[src/rtl/spkr_pkg.sv]
`timescale 1ns/1ps
package spkr_pkg;
   // Read-byte bit positions; software decodes these.
   localparam int unsigned GATE_POS    = 0;
   localparam int unsigned DEN_POS     = 1;
   localparam int unsigned REFRESH_POS = 4;
   localparam int unsigned TONE_POS    = 5;
   localparam int unsigned BYTE_W      = 8;

   typedef struct packed {
      logic den;
      logic gate;
   } spkr_ctl_t;
endpackage

[src/rtl/spkr_ctl_reg.sv]
`timescale 1ns/1ps
module spkr_ctl_reg
   import spkr_pkg::*;
#(
   parameter int unsigned ADDR_W    = 16,
   parameter int unsigned PORT_ADDR = 16'h0061
) (
   input  logic              clk,
   input  logic              rst_n,
   input  logic [ADDR_W-1:0] addr,
   input  logic              wr,
   input  logic              rd,
   input  logic [1:0]        wbits,
   output spkr_ctl_t         ctl,
   output logic              refresh,
   output logic              rd_hit
);
   localparam logic [ADDR_W-1:0] MATCH = ADDR_W'(PORT_ADDR);

   logic hit;
   assign hit    = (addr == MATCH);
   assign rd_hit = rd & hit;

   always_ff @(posedge clk or negedge rst_n) begin
      if (!rst_n) begin
         ctl     <= '0;
         refresh <= 1'b0;
      end else begin
         if (wr && hit) begin
            ctl.den  <= wbits[DEN_POS];
            ctl.gate <= wbits[GATE_POS];
         end
         if (rd_hit) begin
            refresh <= ~refresh;
         end
      end
   end
endmodule

[src/rtl/spkr_tone_cnt.sv]
`timescale 1ns/1ps
module spkr_tone_cnt #(
   parameter int unsigned CNT_W   = 16,
   parameter int unsigned DIV_RST = 4
) (
   input  logic             clk,
   input  logic             rst_n,
   input  logic             gate,
   input  logic             div_wr,
   input  logic [CNT_W-1:0] div_value,
   output logic             tone
);
   localparam logic [CNT_W-1:0] RST_VAL = CNT_W'(DIV_RST);
   localparam logic [CNT_W-1:0] ONE     = CNT_W'(1);

   logic [CNT_W-1:0] div_q;
   logic [CNT_W-1:0] cnt_q;
   logic             wrap;

   // Terminal count: a count of 1 (or a zero divisor) wraps this cycle.
   assign wrap = (cnt_q <= ONE);

   always_ff @(posedge clk or negedge rst_n) begin
      if (!rst_n) begin
         div_q <= RST_VAL;
         cnt_q <= RST_VAL;
         tone  <= 1'b0;
      end else if (div_wr) begin
         div_q <= div_value;
         cnt_q <= div_value;
      end else if (gate) begin
         if (wrap) begin
            cnt_q <= div_q;
            tone  <= ~tone;
         end else begin
            cnt_q <= cnt_q - ONE;
         end
      end
   end
endmodule

[src/rtl/spkr_rdata.sv]
`timescale 1ns/1ps
module spkr_rdata
   import spkr_pkg::*;
#(
   parameter bit RDATA_REG = 1'b1
) (
   input  logic              clk,
   input  logic              rst_n,
   input  logic              rd_hit,
   input  spkr_ctl_t         ctl,
   input  logic              refresh,
   input  logic              tone,
   output logic [BYTE_W-1:0] rdata
);
   logic [BYTE_W-1:0] byte_v;

   always_comb begin
      byte_v              = '0;
      byte_v[GATE_POS]    = ctl.gate;
      byte_v[DEN_POS]     = ctl.den;
      byte_v[REFRESH_POS] = refresh;
      byte_v[TONE_POS]    = tone;
   end

   if (RDATA_REG) begin : g_reg
      logic [BYTE_W-1:0] rdata_q;
      always_ff @(posedge clk or negedge rst_n) begin
         if (!rst_n) rdata_q <= '0;
         else        rdata_q <= rd_hit ? byte_v : '0;
      end
      assign rdata = rdata_q;
   end else begin : g_comb
      logic unused_clk;
      assign unused_clk = clk ^ rst_n;
      assign rdata = rd_hit ? byte_v : '0;
   end
endmodule

[src/rtl/spkr_port.sv]
`timescale 1ns/1ps
module spkr_port
   import spkr_pkg::*;
#(
   parameter int unsigned ADDR_W    = 16,
   parameter int unsigned PORT_ADDR = 16'h0061,
   parameter int unsigned CNT_W     = 16,
   parameter int unsigned DIV_RST   = 4,
   parameter bit          RDATA_REG = 1'b1
) (
   input  logic              clk,
   input  logic              rst_n,
   input  logic [ADDR_W-1:0] io_addr,
   input  logic              io_wr,
   input  logic              io_rd,
   input  logic [7:0]        io_wdata,
   output logic [7:0]        io_rdata,
   input  logic              div_wr,
   input  logic [CNT_W-1:0]  div_value,
   output logic              tone_out,
   output logic              spk_drive
);
   if (CNT_W < 2) begin : g_bad_cnt
      $error("spkr_port: CNT_W must be at least 2");
   end
   if (ADDR_W < 32 && PORT_ADDR >= (64'd1 << ADDR_W)) begin : g_bad_addr
      $error("spkr_port: PORT_ADDR does not fit in ADDR_W");
   end
   if (DIV_RST >= (64'd1 << CNT_W)) begin : g_bad_div
      $error("spkr_port: DIV_RST does not fit in CNT_W");
   end

   spkr_ctl_t ctl_q;
   logic      refresh_q;
   logic      rd_hit;
   logic      den_w;
   logic      gate_w;
   logic      unused_wbits;

   assign unused_wbits = ^io_wdata[7:2];
   assign den_w        = ctl_q.den;
   assign gate_w       = ctl_q.gate;

   spkr_ctl_reg #(
      .ADDR_W   (ADDR_W),
      .PORT_ADDR(PORT_ADDR)
   ) ctl_i (
      .clk    (clk),
      .rst_n  (rst_n),
      .addr   (io_addr),
      .wr     (io_wr),
      .rd     (io_rd),
      .wbits  (io_wdata[1:0]),
      .ctl    (ctl_q),
      .refresh(refresh_q),
      .rd_hit (rd_hit)
   );

   spkr_tone_cnt #(
      .CNT_W  (CNT_W),
      .DIV_RST(DIV_RST)
   ) cnt_i (
      .clk      (clk),
      .rst_n    (rst_n),
      .gate     (gate_w),
      .div_wr   (div_wr),
      .div_value(div_value),
      .tone     (tone_out)
   );

   spkr_rdata #(
      .RDATA_REG(RDATA_REG)
   ) rd_i (
      .clk    (clk),
      .rst_n  (rst_n),
      .rd_hit (rd_hit),
      .ctl    (ctl_q),
      .refresh(refresh_q),
      .tone   (tone_out),
      .rdata  (io_rdata)
   );

   assign spk_drive = tone_out & den_w;
endmodule

[config.mk]
export PLATFORM = sky130hd
export DESIGN_NAME = spkr_port
export DESIGN_NICKNAME = d
export VERILOG_FILES = /design/src/rtl/spkr_pkg.sv /design/src/rtl/spkr_ctl_reg.sv /design/src/rtl/spkr_tone_cnt.sv /design/src/rtl/spkr_rdata.sv /design/src/rtl/spkr_port.sv
export SDC_FILE = /design/constraint.sdc
export NUM_CORES = 1
export LEC_CHECK = 0
export BUFFER_PORTS_ARGS = -buffer_cell sky130_fd_sc_hd__buf_2
export CORE_ASPECT_RATIO = 1.1
export CORE_UTILIZATION = 53
export CTS_BUF_LIST = sky130_fd_sc_hd__clkbuf_16
export DETAILED_ROUTE_END_ITERATION = 16
export PLACE_DENSITY = 0.81
export SYNTH_ARGS = -nofsm -noshare
export SYNTH_HDL_FRONTEND = slang
export SYNTH_SLANG_ARGS = --single-unit
[constraint.sdc]
create_clock -name clk -period 2.8 [get_ports clk]
set_clock_uncertainty 0.1 [all_clocks]
set_input_delay 0.28 -clock clk [delete_from_list [all_inputs] [get_ports clk]]
set_output_delay 0.28 -clock clk [all_outputs]
set_load 0.005 [all_outputs]
Yosys cells after proc, flatten, opt, wreduce, memory -nomap -nowiden
Cells that the tools add are included.

operators by class
  equality and inequality tests = 1
  muxes and demuxes = 4
  bitwise operators = 5
  add/sub/neg operators = 1
  reduce and logical (&&, ||, !) cells = 3
  magnitude comparators = 1

operators with widths
  cell                   number
  $mux 16                3
  $eq 16x7->1 const B    1
  $le 16x1->1 const B    1
  $sub 16x1->16 const B  1
  $mux 6                 1
  $not 1->1              3
  $reduce_and 3->1       1
  $and 1x1->1            2
  $reduce_bool 2->1      1
  $logic_and 1x1->1      1

storage, ports and cells
  word-level logic and storage cells = 22
  input port bits = 45
  output and inout bits = 10
  bits in registers = 42

Longest topological paths before layout
Gate-level depths: netlist of the first run.

  depth in word-level cells = 4
  depth in mapped cells = 7
  mapped depth without buffers = 7

By module
From an unflattened synthesis of the first run, not the netlist that was laid out.

second synthesis, totals
  cells, all modules = 207
  area, all modules = 2232.1 µm²

by module, submodules not included
  module         cells an instance  area an instance (µm²)  times used  seq. area each (µm²)
  spkr_tone_cnt  178                1881.8                  1           828.3
  spkr_ctl_reg   15                 185.2                   1           75.1
  spkr_rdata     13                 158.9                   1           100.1
  spkr_port      1                  6.3                     1           0.0

Least setup slack after synthesis of the first run
No wires, ideal clock.

  path kind = reg-to-reg
  from = reg cnt_i.cnt_q[0]
  to = reg cnt_i.cnt_q[6]
  arrival = 1.908 ns
  buffers on the path = 0
  cell stages (with the launch flop) = 8
  path slack = 0.666 ns
  period minus slack after synthesis = 2.134 ns
  library setup time = 0.126 ns
  cells stage by stage = dfrtp_1 > inv_1 > ha_1 > or3b_1 > nor3_2 > nand2_1 > a21o_1 > o32a_1

on the way
  cells in the longest elaborated chain, start to end = 4

ends and longest elaborated chain
  item                                                 line                                      RTL
  from (decl)                                          spkr_tone_cnt.sv:17                       logic [CNT_W-1:0] cnt_q;
  from (signal assigned)                               spkr_tone_cnt.sv:30                       cnt_q <= div_value;
  from (signal assigned)                               spkr_tone_cnt.sv:33                       cnt_q <= div_q;
  from (signal assigned)                               spkr_tone_cnt.sv:36                       cnt_q <= cnt_q - ONE;
  $sub 16x1->16 / $le 16x1->1 (equally long branches)  spkr_tone_cnt.sv:36, spkr_tone_cnt.sv:21
  $mux 16 *                                            spkr_tone_cnt.sv:32                       if (wrap) begin
  $mux 16 *                                            spkr_tone_cnt.sv:31                       end else if (gate) begin
  $mux 16 *                                            spkr_tone_cnt.sv:28                       end else if (div_wr) begin

Mark *: on every way between the ends. The rest lies on a longest branch, timed or not. The select of a mux whose other input is x is not followed.
A chain may end at the register's enable or synchronous reset.

Worst setup path after layout of the first run
Ends and elaborated chain as after synthesis.

==> flow_metrics.env, run 1 <==
export IMPL_dieHeight_um=69.4
export IMPL_synth_top_family_by_area="simple AND/OR/NAND/NOR gates"
export IMPL_fmax_ghz=0.406
export IMPL_cts_clk_slew_worst_paths_ps=50
export IMPL_ys_seq_area_frac=0.459
export IMPL_syn_cell_area_um2=2190
export IMPL_grt_setup_unrepaired="false"
export IMPL_insertion_delay_ps=280
export IMPL_dp_hpwl_um=3560
export IMPL_end_kind="register"
export IMPL_final_cells=307
export IMPL_p_leak_nw=1.15
export IMPL_r2r_end="cnt_i.cnt_q[6]"
export IMPL_cts_made_buffers=5
export IMPL_post_drt_wl_per_cell_um=16.3
export IMPL_root_buffer="clkbuf_16"
export IMPL_hold_slack_ps=19.7
export IMPL_dieWidth_um=63.3
export IMPL_p_per_area_nw_per_um2=533
export IMPL_drive_above_1_share=0.294
export IMPL_antenna_found_initial=0
export IMPL_drc=0
export IMPL_viasPerCell=5.93
export IMPL_drt_iter0_drc=109
export IMPL_async_flop_share=1.00
export IMPL_hp_class="primary input to async pin"
export IMPL_final_util=0.640
export IMPL_finalCriticalPeriod_ps=2460
export IMPL_final_max_slew_viol_count=0
export IMPL_irDropWorstVdd_mv=0.361
export IMPL_routed_wl_um=4990
export IMPL_htree_levels=2
export IMPL_place_congestion=0.905
export IMPL_nets=302
export IMPL_cp_data_arrival_time_ps=2530
export IMPL_required_ps=2860
export IMPL_holdBufCountCts=0
export IMPL_dp_cells=300
export IMPL_path_class="register to register"
export IMPL_stdcell_area_um2=2540
export IMPL_muxShareOfSynthArea=0.0658
export IMPL_grt_pass1_wl_um=8530
export IMPL_synthXorXnorAreaFrac=0.0280
export IMPL_r2r_start="cnt_i.cnt_q[0]"
export IMPL_grt_max_degree=41
export IMPL_synth_seq_cells=40
export IMPL_endpoint="cnt_i.cnt_q[6]"
export IMPL_drt_pass1_iter_count=4
export IMPL_startpoint_type="register"
export IMPL_status="complete, no violations"
export IMPL_track_usage=0.251
export IMPL_cp_cell_sequence="inv_1 -> ha_1 -> or3b_1 -> nor3_2 -> nand2_1 -> a21o_1 -> o32a_1"
export IMPL_cts_tree="yes"
export IMPL_grt_pass1_vias=1838
export IMPL_cts_sinks=40
export IMPL_clockBufferDepth=2
export IMPL_place_area_um2=2400
export IMPL_vias=1821
export IMPL_setup_tns_ps=0
export IMPL_area_growth_pct=16.0
export IMPL_nFillCells=342
export IMPL_r2r_slack_ps=340
export IMPL_core_rowCount=24
export IMPL_cap_violations=0
export IMPL_ant_nets=0
export IMPL_slew_headroom=0.411
export IMPL_core_area_um2=3960
export IMPL_finalCritPeriodShare=0.880
export IMPL_synth_enable_flop_cells=0
export IMPL_yosys_warnings=0
export IMPL_layout_commonest_cell="buf_2"
export IMPL_dieArea_um2=4390
export IMPL_synth_distinct_cells=62
export IMPL_synth_ff_type="dfrtp_1"
export IMPL_final_setup_viol_count=0
export IMPL_antenna_cells=0
export IMPL_io_pins=55
export IMPL_overflow=0
export IMPL_post_cts_resized=0
export IMPL_synth_cells=211
export IMPL_postSynthAreaPerCell_um2=10.4
export IMPL_slowest_stage="or3b_1"
export IMPL_mostFrequentLayoutCells="44 x buf_2, 38 x dfrtp_1, 20 x nand2_1"
export IMPL_tightest_slew_ps=884
export IMPL_startpoint="cnt_i.cnt_q[0]"
export IMPL_post_synth_and_or_nand_nor_area_fraction=0.196
export IMPL_synthAdderAreaFrac=0.0114
export IMPL_hold_violations=0
export IMPL_start_util=0.552
export IMPL_crit_fanout=6
export IMPL_slowest_delay_ps=460
export IMPL_r2r_cells=7
export IMPL_synth_compound_area_frac=0.177
export IMPL_io_buffers=44
export IMPL_postCtsSetupBuffers=0
kinds of logic (layout without fill, tap and decap cells):
kind of cell | count (synthesis) | count (layout)
simple gates | 71 | 71
compound gates | 54 | 54
flops | 40 | 40
buf+inv | 23 | 64
mux | 13 | 13
xor+xnor | 7 | 7
fa+ha+maj | 2 | 2
other cells | 1 | 4
cells in the mapped netlist, types with 5 or more instances:
library cell,count,area share
and3_1,5,0.014
mux2_2,11,0.057
buf_4,5,0.017
o21ai_0,11,0.025
o21ai_1,5,0.011
nand2_1,20,0.034
nor2_1,10,0.017
nor4_1,5,0.014
dfrtp_1,38,0.43
inv_1,11,0.019
registers in the layout, summed over array words and instances, names as in the netlist:
| signal | flops |
|---|---|
| cnt_i.cnt_q | 16 |
| rd_i.rdata | 4 |
| ctl_i.refresh | 1 |
| cnt_i.div_q | 16 |
| ctl_i.ctl | 2 |
| cnt_i.tone | 1 |
cell type report:
class	instances	area [µm²]	share of cell area
clock buffer	5	125	0.0493
clock inverter	2	7.51	0.00296
inverter	11	41.3	0.0163
multi-input combinational	151	1060	0.418
sequential	40	1000	0.395
tap	52	65.1	0.0256
timing repair buffer	46	235	0.0927
worst min-delay path by stage:
stage	endpoint	from	slack (ps)
3_5_place_dp	cnt_i.div_q[0]	rst_n	350
5_1_grt	cnt_i.div_q[1]	rst_n	100
2_1_floorplan	cnt_i.cnt_q[0]	rst_n	-120
3_3_place_gp	cnt_i.div_q[0]	rst_n	340
4_1_cts	cnt_i.div_q[1]	rst_n	60
6_report	cnt_i.div_q[1]	rst_n	20
routing by layer:
| metal | part of all wire | up-vias | track usage |
|---|---|---|---|
| li1 | - | 868 | - |
| met1 | 0.43 | 891 | 0.321 |
| met2 | 0.50 | 56 | 0.410 |
| met3 | 0.059 | 6 | 0.0592 |
| met4 | 0.012 | 0 | 0.0985 |
| met5 | 0 | - | 0 |
per-stage QoR:
step	total power [W]	setup slack, ps
after floorplan	0.000772	666
after global placement	0.000827	448
after detailed placement	0.000837	392
after CTS	0.00137	356
after global routing	0.00142	266
final	0.00135	335
critical path: cells and delay by family, from the launching register on:
| kind | cells | cell delay, ps |
|---|---|---|
| flops | 1 | 440 |
| fa+ha+maj | 1 | 280 |
| buf+inv | 1 | 100 |
| simple gates | 3 | 900 |
| compound gates | 2 | 520 |
power breakdown:
part	leakage, nW	internal, W	total (W)	switching (W)
clock network	0.0648	0.000318	0.000526	0.000207
logic	0.596	0.0000787	0.000161	0.0000819
registers	0.492	0.000623	0.000666	0.0000430
Note: power is estimated with default switching activity, not from simulation.
==> inputs of run 2 (changes only) <==
--- a/config.mk
+++ b/config.mk
@@ -8,7 +8,7 @@
 export BUFFER_PORTS_ARGS = -buffer_cell sky130_fd_sc_hd__buf_2
 export CORE_ASPECT_RATIO = 1.1
 export CORE_UTILIZATION = 53
-export CTS_BUF_LIST = sky130_fd_sc_hd__clkbuf_16
+export CTS_BUF_LIST = sky130_fd_sc_hd__clkbuf_4 sky130_fd_sc_hd__clkbuf_8 sky130_fd_sc_hd__clkbuf_16
 export DETAILED_ROUTE_END_ITERATION = 16
 export PLACE_DENSITY = 0.81
 export SYNTH_ARGS = -nofsm -noshare
==> run 2 against run 1 <==
The run now ends with negative hold slack left. Register-to-register slack gained 40 ps. Sequential share of layout area rose by 0.57 points. Largest power group unchanged. Routed wire length up 0.58%. Highest routed layer unchanged. Non-clock buffer count stayed put. Setup slack improved by 41 ps. Critical endpoint unchanged. Clock power down 22%. Cell area decreased by 1.4%. Cell count stayed put.
==> flow_metrics.env, run 2 (same netlist as run 1, synthesis figures left out) <==
export IMPL_status="finished with violations"
export IMPL_violations="negative hold slack"
export IMPL_start_util=0.552
export IMPL_dieWidth_um=63.3
export IMPL_final_util=0.631
export IMPL_final_max_slew_viol_count=0
export IMPL_wl_met3_um=281
export IMPL_core_rowCount=24
export IMPL_drt_iter0_drc=119
export IMPL_irDropWorstVdd_mv=0.300
export IMPL_mostFrequentLayoutCells="44 x buf_2, 38 x dfrtp_1, 20 x nand2_1"
export IMPL_cp_data_arrival_time_ps=2510
export IMPL_io_buffers=44
export IMPL_r2r_end="cnt_i.cnt_q[6]"
export IMPL_end_kind="register"
export IMPL_hold_violations=1
export IMPL_antenna_cells=0
export IMPL_finalCritPeriodShare=0.866
export IMPL_layout_commonest_cell="buf_2"
export IMPL_viasPerCell=5.98
export IMPL_grt_setup_unrepaired="false"
export IMPL_dr_max_layer_used="met4"
export IMPL_final_setup_viol_count=0
export IMPL_ant_nets=0
export IMPL_io_pins=55
export IMPL_routed_wl_met2_um=2590
export IMPL_p_per_area_nw_per_um2=494
export IMPL_p_leak_nw=1.14
export IMPL_vias=1837
export IMPL_drive_above_1_share=0.302
export IMPL_nets=302
export IMPL_overflow=0
export IMPL_required_ps=2880
export IMPL_dieHeight_um=69.4
export IMPL_r2r_slack_ps=380
export IMPL_cts_made_buffers=5
export IMPL_dp_hpwl_um=3560
export IMPL_path_class="register to register"
export IMPL_root_buffer="clkbuf_8"
export IMPL_r2r_cells=7
export IMPL_area_growth_pct=14.3
export IMPL_core_area_um2=3960
export IMPL_finalCriticalPeriod_ps=2420
export IMPL_crit_fanout=6
export IMPL_cts_sinks=40
export IMPL_tightest_slew_ps=889
export IMPL_insertion_delay_ps=290
export IMPL_postCtsSetupBuffers=0
export IMPL_grt_pass1_vias=1837
export IMPL_startpoint_type="register"
export IMPL_post_cts_resized=0
export IMPL_htree_levels=2
export IMPL_post_drt_wl_per_cell_um=16.3
export IMPL_fmax_ghz=0.413
export IMPL_grt_pass1_wl_um=8490
export IMPL_grt_max_degree=41
export IMPL_slew_headroom=0.407
export IMPL_hp_class="primary input to async pin"
export IMPL_cts_tree="yes"
export IMPL_drt_pass1_iter_count=4
export IMPL_cts_clk_slew_worst_paths_ps=80
export IMPL_routed_wl_um=5020
export IMPL_track_usage=0.249
export IMPL_place_congestion=0.905
export IMPL_r2r_start="cnt_i.cnt_q[0]"
export IMPL_clockBufferDepth=2
export IMPL_dieArea_um2=4390
export IMPL_antenna_found_initial=0
export IMPL_setup_tns_ps=0
export IMPL_drc=0
export IMPL_holdBufCountCts=0
export IMPL_hold_slack_ps=-4.07
export IMPL_drt_met1_wl_um=2080
export IMPL_cap_violations=0
==> run 2: cell count changes in the layout (fill, tap and decap cells not counted), sizes merged <==
cell    before  now
clkinv       2    0
clkbuf       5    7
==> run 2: how the worst max path moves through the flow <==
stage / end / startpoint / depth (start not counted)
after global routing: cnt_i.cnt_q[6] / cnt_i.cnt_q[1] / 7
after floorplan: cnt_i.cnt_q[6] / cnt_i.cnt_q[0] / 7
after global placement: cnt_i.cnt_q[6] / cnt_i.cnt_q[0] / 7
final: cnt_i.cnt_q[6] / cnt_i.cnt_q[0] / 7
after detailed placement: cnt_i.cnt_q[6] / cnt_i.cnt_q[0] / 7
after CTS: cnt_i.cnt_q[6] / cnt_i.cnt_q[0] / 7
==> run 2: area by class of cell <==
type / instances / area (µm²)
clock buffer: 7 / 96.3
sequential: 40 / 1000
multi-input combinational: 151 / 1060
tap: 52 / 65.1
inverter: 11 / 41.3
fill: 343 / 1460
timing repair buffer: 46 / 235
==> run 2: per-layer routing <==
metal | up-vias | global-route usage
met1 | 903 | 0.315
met2 | 61 | 0.416
met5 | - | 0
met3 | 7 | 0.0609
met4 | 0 | 0.0833
li1 | 866 | -
==> run 2: through the flow <==
stage | total power, W | cells | hold WS, ps | cell area (µm²) | setup WS (ps)
after floorplan | 0.000772 | 214 | -116 | 2200 | 666
after global placement | 0.000827 | 300 | 342 | 2400 | 448
after detailed placement | 0.000837 | 300 | 355 | 2400 | 392
after CTS | 0.00125 | 307 | 37.6 | 2500 | 389
after global routing | 0.00130 | 307 | 77.6 | 2500 | 251
final | 0.00124 | 307 | -4.07 | 2500 | 376
==> run 2: critical path, cell delays in order, from the launching register on <==
cell and delay [ps]:
dfrtp_1 450, inv_1 100, ha_1 280, or3b_1 450, nor3_2 310, nand2_1 100
a21o_1 190, o32a_1 330
==> run 2: power breakdown <==
group | leakage [nW] | internal [W] | switching [W]
combinational | 0.596 | 0.0000787 | 0.0000821
sequential | 0.492 | 0.000622 | 0.0000430
clock | 0.0503 | 0.000219 | 0.000191
==> inputs of run 3 (changes only) <==
--- a/config.mk
+++ b/config.mk
@@ -9,8 +9,10 @@
 export CORE_ASPECT_RATIO = 1.1
 export CORE_UTILIZATION = 53
 export CTS_BUF_LIST = sky130_fd_sc_hd__clkbuf_4 sky130_fd_sc_hd__clkbuf_8 sky130_fd_sc_hd__clkbuf_16
+export CTS_CLUSTER_DIAMETER = 150
 export DETAILED_ROUTE_END_ITERATION = 16
 export PLACE_DENSITY = 0.81
+export RECOVER_POWER = 100
 export SYNTH_ARGS = -nofsm -noshare
 export SYNTH_HDL_FRONTEND = slang
 export SYNTH_SLANG_ARGS = --single-unit
==> run 3 against run 2 <==
Clock-buffer cell count unchanged. Setup slack better by 37 ps. Register-to-register slack improved by 40 ps. Critical path depth unchanged. Critical endpoint unchanged. Clock power barely moved. The flow finishes with violations (max-capacitance violations, max-slew violations). Combinational power about the same. Non-clock buffer count stayed put.
==> flow_metrics.env, run 3 (same netlist as run 1, synthesis figures left out) <==
export IMPL_required_ps=2880
export IMPL_start_util=0.552
export IMPL_critPathTopFamily="simple AND/OR/NAND/NOR gates"
export IMPL_final_cells=307
export IMPL_cts_made_buffers=5
export IMPL_tightest_slew_ps=2120
export IMPL_drt_pass1_iter_count=4
export IMPL_p_leak_nw=1.11
export IMPL_io_pins=55
export IMPL_cp_data_arrival_time_ps=2470
export IMPL_r2r_cells=7
export IMPL_overflow=0
export IMPL_routed_wl_um=5010
export IMPL_r2r_slack_ps=410
export IMPL_violations="max-capacitance violations, max-slew violations"
export IMPL_cap_violations=1
export IMPL_setup_tns_ps=0
export IMPL_dieWidth_um=63.3
export IMPL_nets=302
export IMPL_antenna_cells=0
export IMPL_status="finished with violations"
export IMPL_grt_pass1_wl_um=8490
export IMPL_holdBufCountCts=0
export IMPL_vias=1839
export IMPL_irDropWorstVdd_mv=0.300
export IMPL_core_rowCount=24
export IMPL_startpoint_type="register"
export IMPL_grt_max_degree=41
export IMPL_r2r_end="cnt_i.cnt_q[6]"
export IMPL_track_usage=0.249
export IMPL_worst_path_buf_inv=1
export IMPL_end_kind="register"
export IMPL_htree_levels=2
export IMPL_crit_fanout=6
export IMPL_endpoint="cnt_i.cnt_q[6]"
export IMPL_insertion_delay_ps=290
export IMPL_path_class="register to register"
export IMPL_preCtsSetupSlack_ps=392
export IMPL_dp_hpwl_um=3560
export IMPL_drt_iter0_drc=109
export IMPL_grt_pass1_vias=1837
export IMPL_grt_setup_unrepaired="false"
export IMPL_r2r_start="cnt_i.cnt_q[0]"
export IMPL_dp_cells=300
export IMPL_final_util=0.625
export IMPL_final_max_slew_viol_count=41
export IMPL_io_buffers=44
export IMPL_hp_class="primary input to register"
export IMPL_worst_slack_ps=413
export IMPL_drc=0
export IMPL_post_cts_resized=0
export IMPL_dieHeight_um=69.4
export IMPL_p_per_area_nw_per_um2=497
export IMPL_cts_tree="yes"
export IMPL_hold_slack_ps=115
export IMPL_ant_nets=0
export IMPL_slew_headroom=-0.414
export IMPL_cts_clk_slew_worst_paths_ps=80
export IMPL_final_setup_viol_count=0
export IMPL_hold_violations=0
export IMPL_viasPerCell=5.99
export IMPL_layout_commonest_cell="buf_2"
export IMPL_finalCriticalPeriod_ps=2390
export IMPL_startpoint="cnt_i.cnt_q[0]"
export IMPL_mostFrequentLayoutCells="39 x buf_2, 38 x dfrtp_1, 21 x nand2_1"
export IMPL_slowest_delay_ps=450
export IMPL_root_buffer="clkbuf_8"
export IMPL_cp_cell_sequence="inv_1 -> ha_1 -> or3b_1 -> nor3_2 -> nand2_1 -> a21o_1 -> o32a_1"
export IMPL_slowest_stage="or3b_1"
export IMPL_antenna_found_initial=0
export IMPL_finalCritPeriodShare=0.852
export IMPL_cts_sinks=40
export IMPL_fmax_ghz=0.419
export IMPL_post_drt_wl_per_cell_um=16.3
export IMPL_crit_cells=7
export IMPL_clockBufferDepth=2
export IMPL_dieArea_um2=4390
export IMPL_postCtsSetupBuffers=0
export IMPL_core_area_um2=3960
export IMPL_area_growth_pct=13.2
export IMPL_drive_above_1_share=0.267
export IMPL_place_congestion=0.905
==> run 3: worst reg2reg max path: cells and delay by family (launching register included) <==
kind	cells	cell delay, ps
simple gates	3	850
flops	1	440
buf+inv	1	100
compound gates	2	520
fa+ha+maj	1	260
==> run 3: metrics by stage <==
step | power [W] | instance area (µm²)
after floorplan | 0.000772 | 2200
after global placement | 0.000827 | 2400
after detailed placement | 0.000837 | 2400
after CTS | 0.00125 | 2500
after global routing | 0.00129 | 2480
final | 0.00123 | 2480
==> run 3: how the worst min path moves through the flow <==
stage / end / slack (ps) / start / cells past startpoint
final: cnt_i.cnt_q[2] / 110 / div_value[2] / 3
after global routing: ctl_i.ctl[1] / 120 / io_wdata[1] / 2
after CTS: cnt_i.div_q[1] / 40 / rst_n / 1
after detailed placement: cnt_i.div_q[0] / 350 / rst_n / 1
after global placement: cnt_i.div_q[0] / 340 / rst_n / 1
after floorplan: cnt_i.cnt_q[0] / -120 / rst_n / 0
==> run 3: layout make-up <==
| type | instances | area [µm²] |
|---|---|---|
| clock buffers | 7 | 96.3 |
| fillers | 351 | 1490 |
| inverters | 11 | 41.3 |
| multi-input cells | 151 | 1050 |
| flip-flops and latches | 40 | 1000 |
| well taps | 52 | 65.1 |
| repair buffers | 46 | 225 |
==> run 3: per-layer routing <==
layer | share of wire | wire length, µm | track usage
met5 | 0 | 0 | 0
met4 | 0.013 | 63 | 0.0833
met3 | 0.051 | 257 | 0.0609
met2 | 0.51 | 2560 | 0.416
met1 | 0.43 | 2130 | 0.315
==> run 3: where the power goes <==
| part | internal, W | total, W | leakage, nW | switching, W |
|---|---|---|---|---|
| clock network | 0.000219 | 0.000409 | 0.0503 | 0.000190 |
| registers | 0.000622 | 0.000665 | 0.492 | 0.0000423 |
| logic | 0.0000769 | 0.000158 | 0.567 | 0.0000810 |
| total | 0.000919 | 0.00123 | 1.11 | 0.000313 |
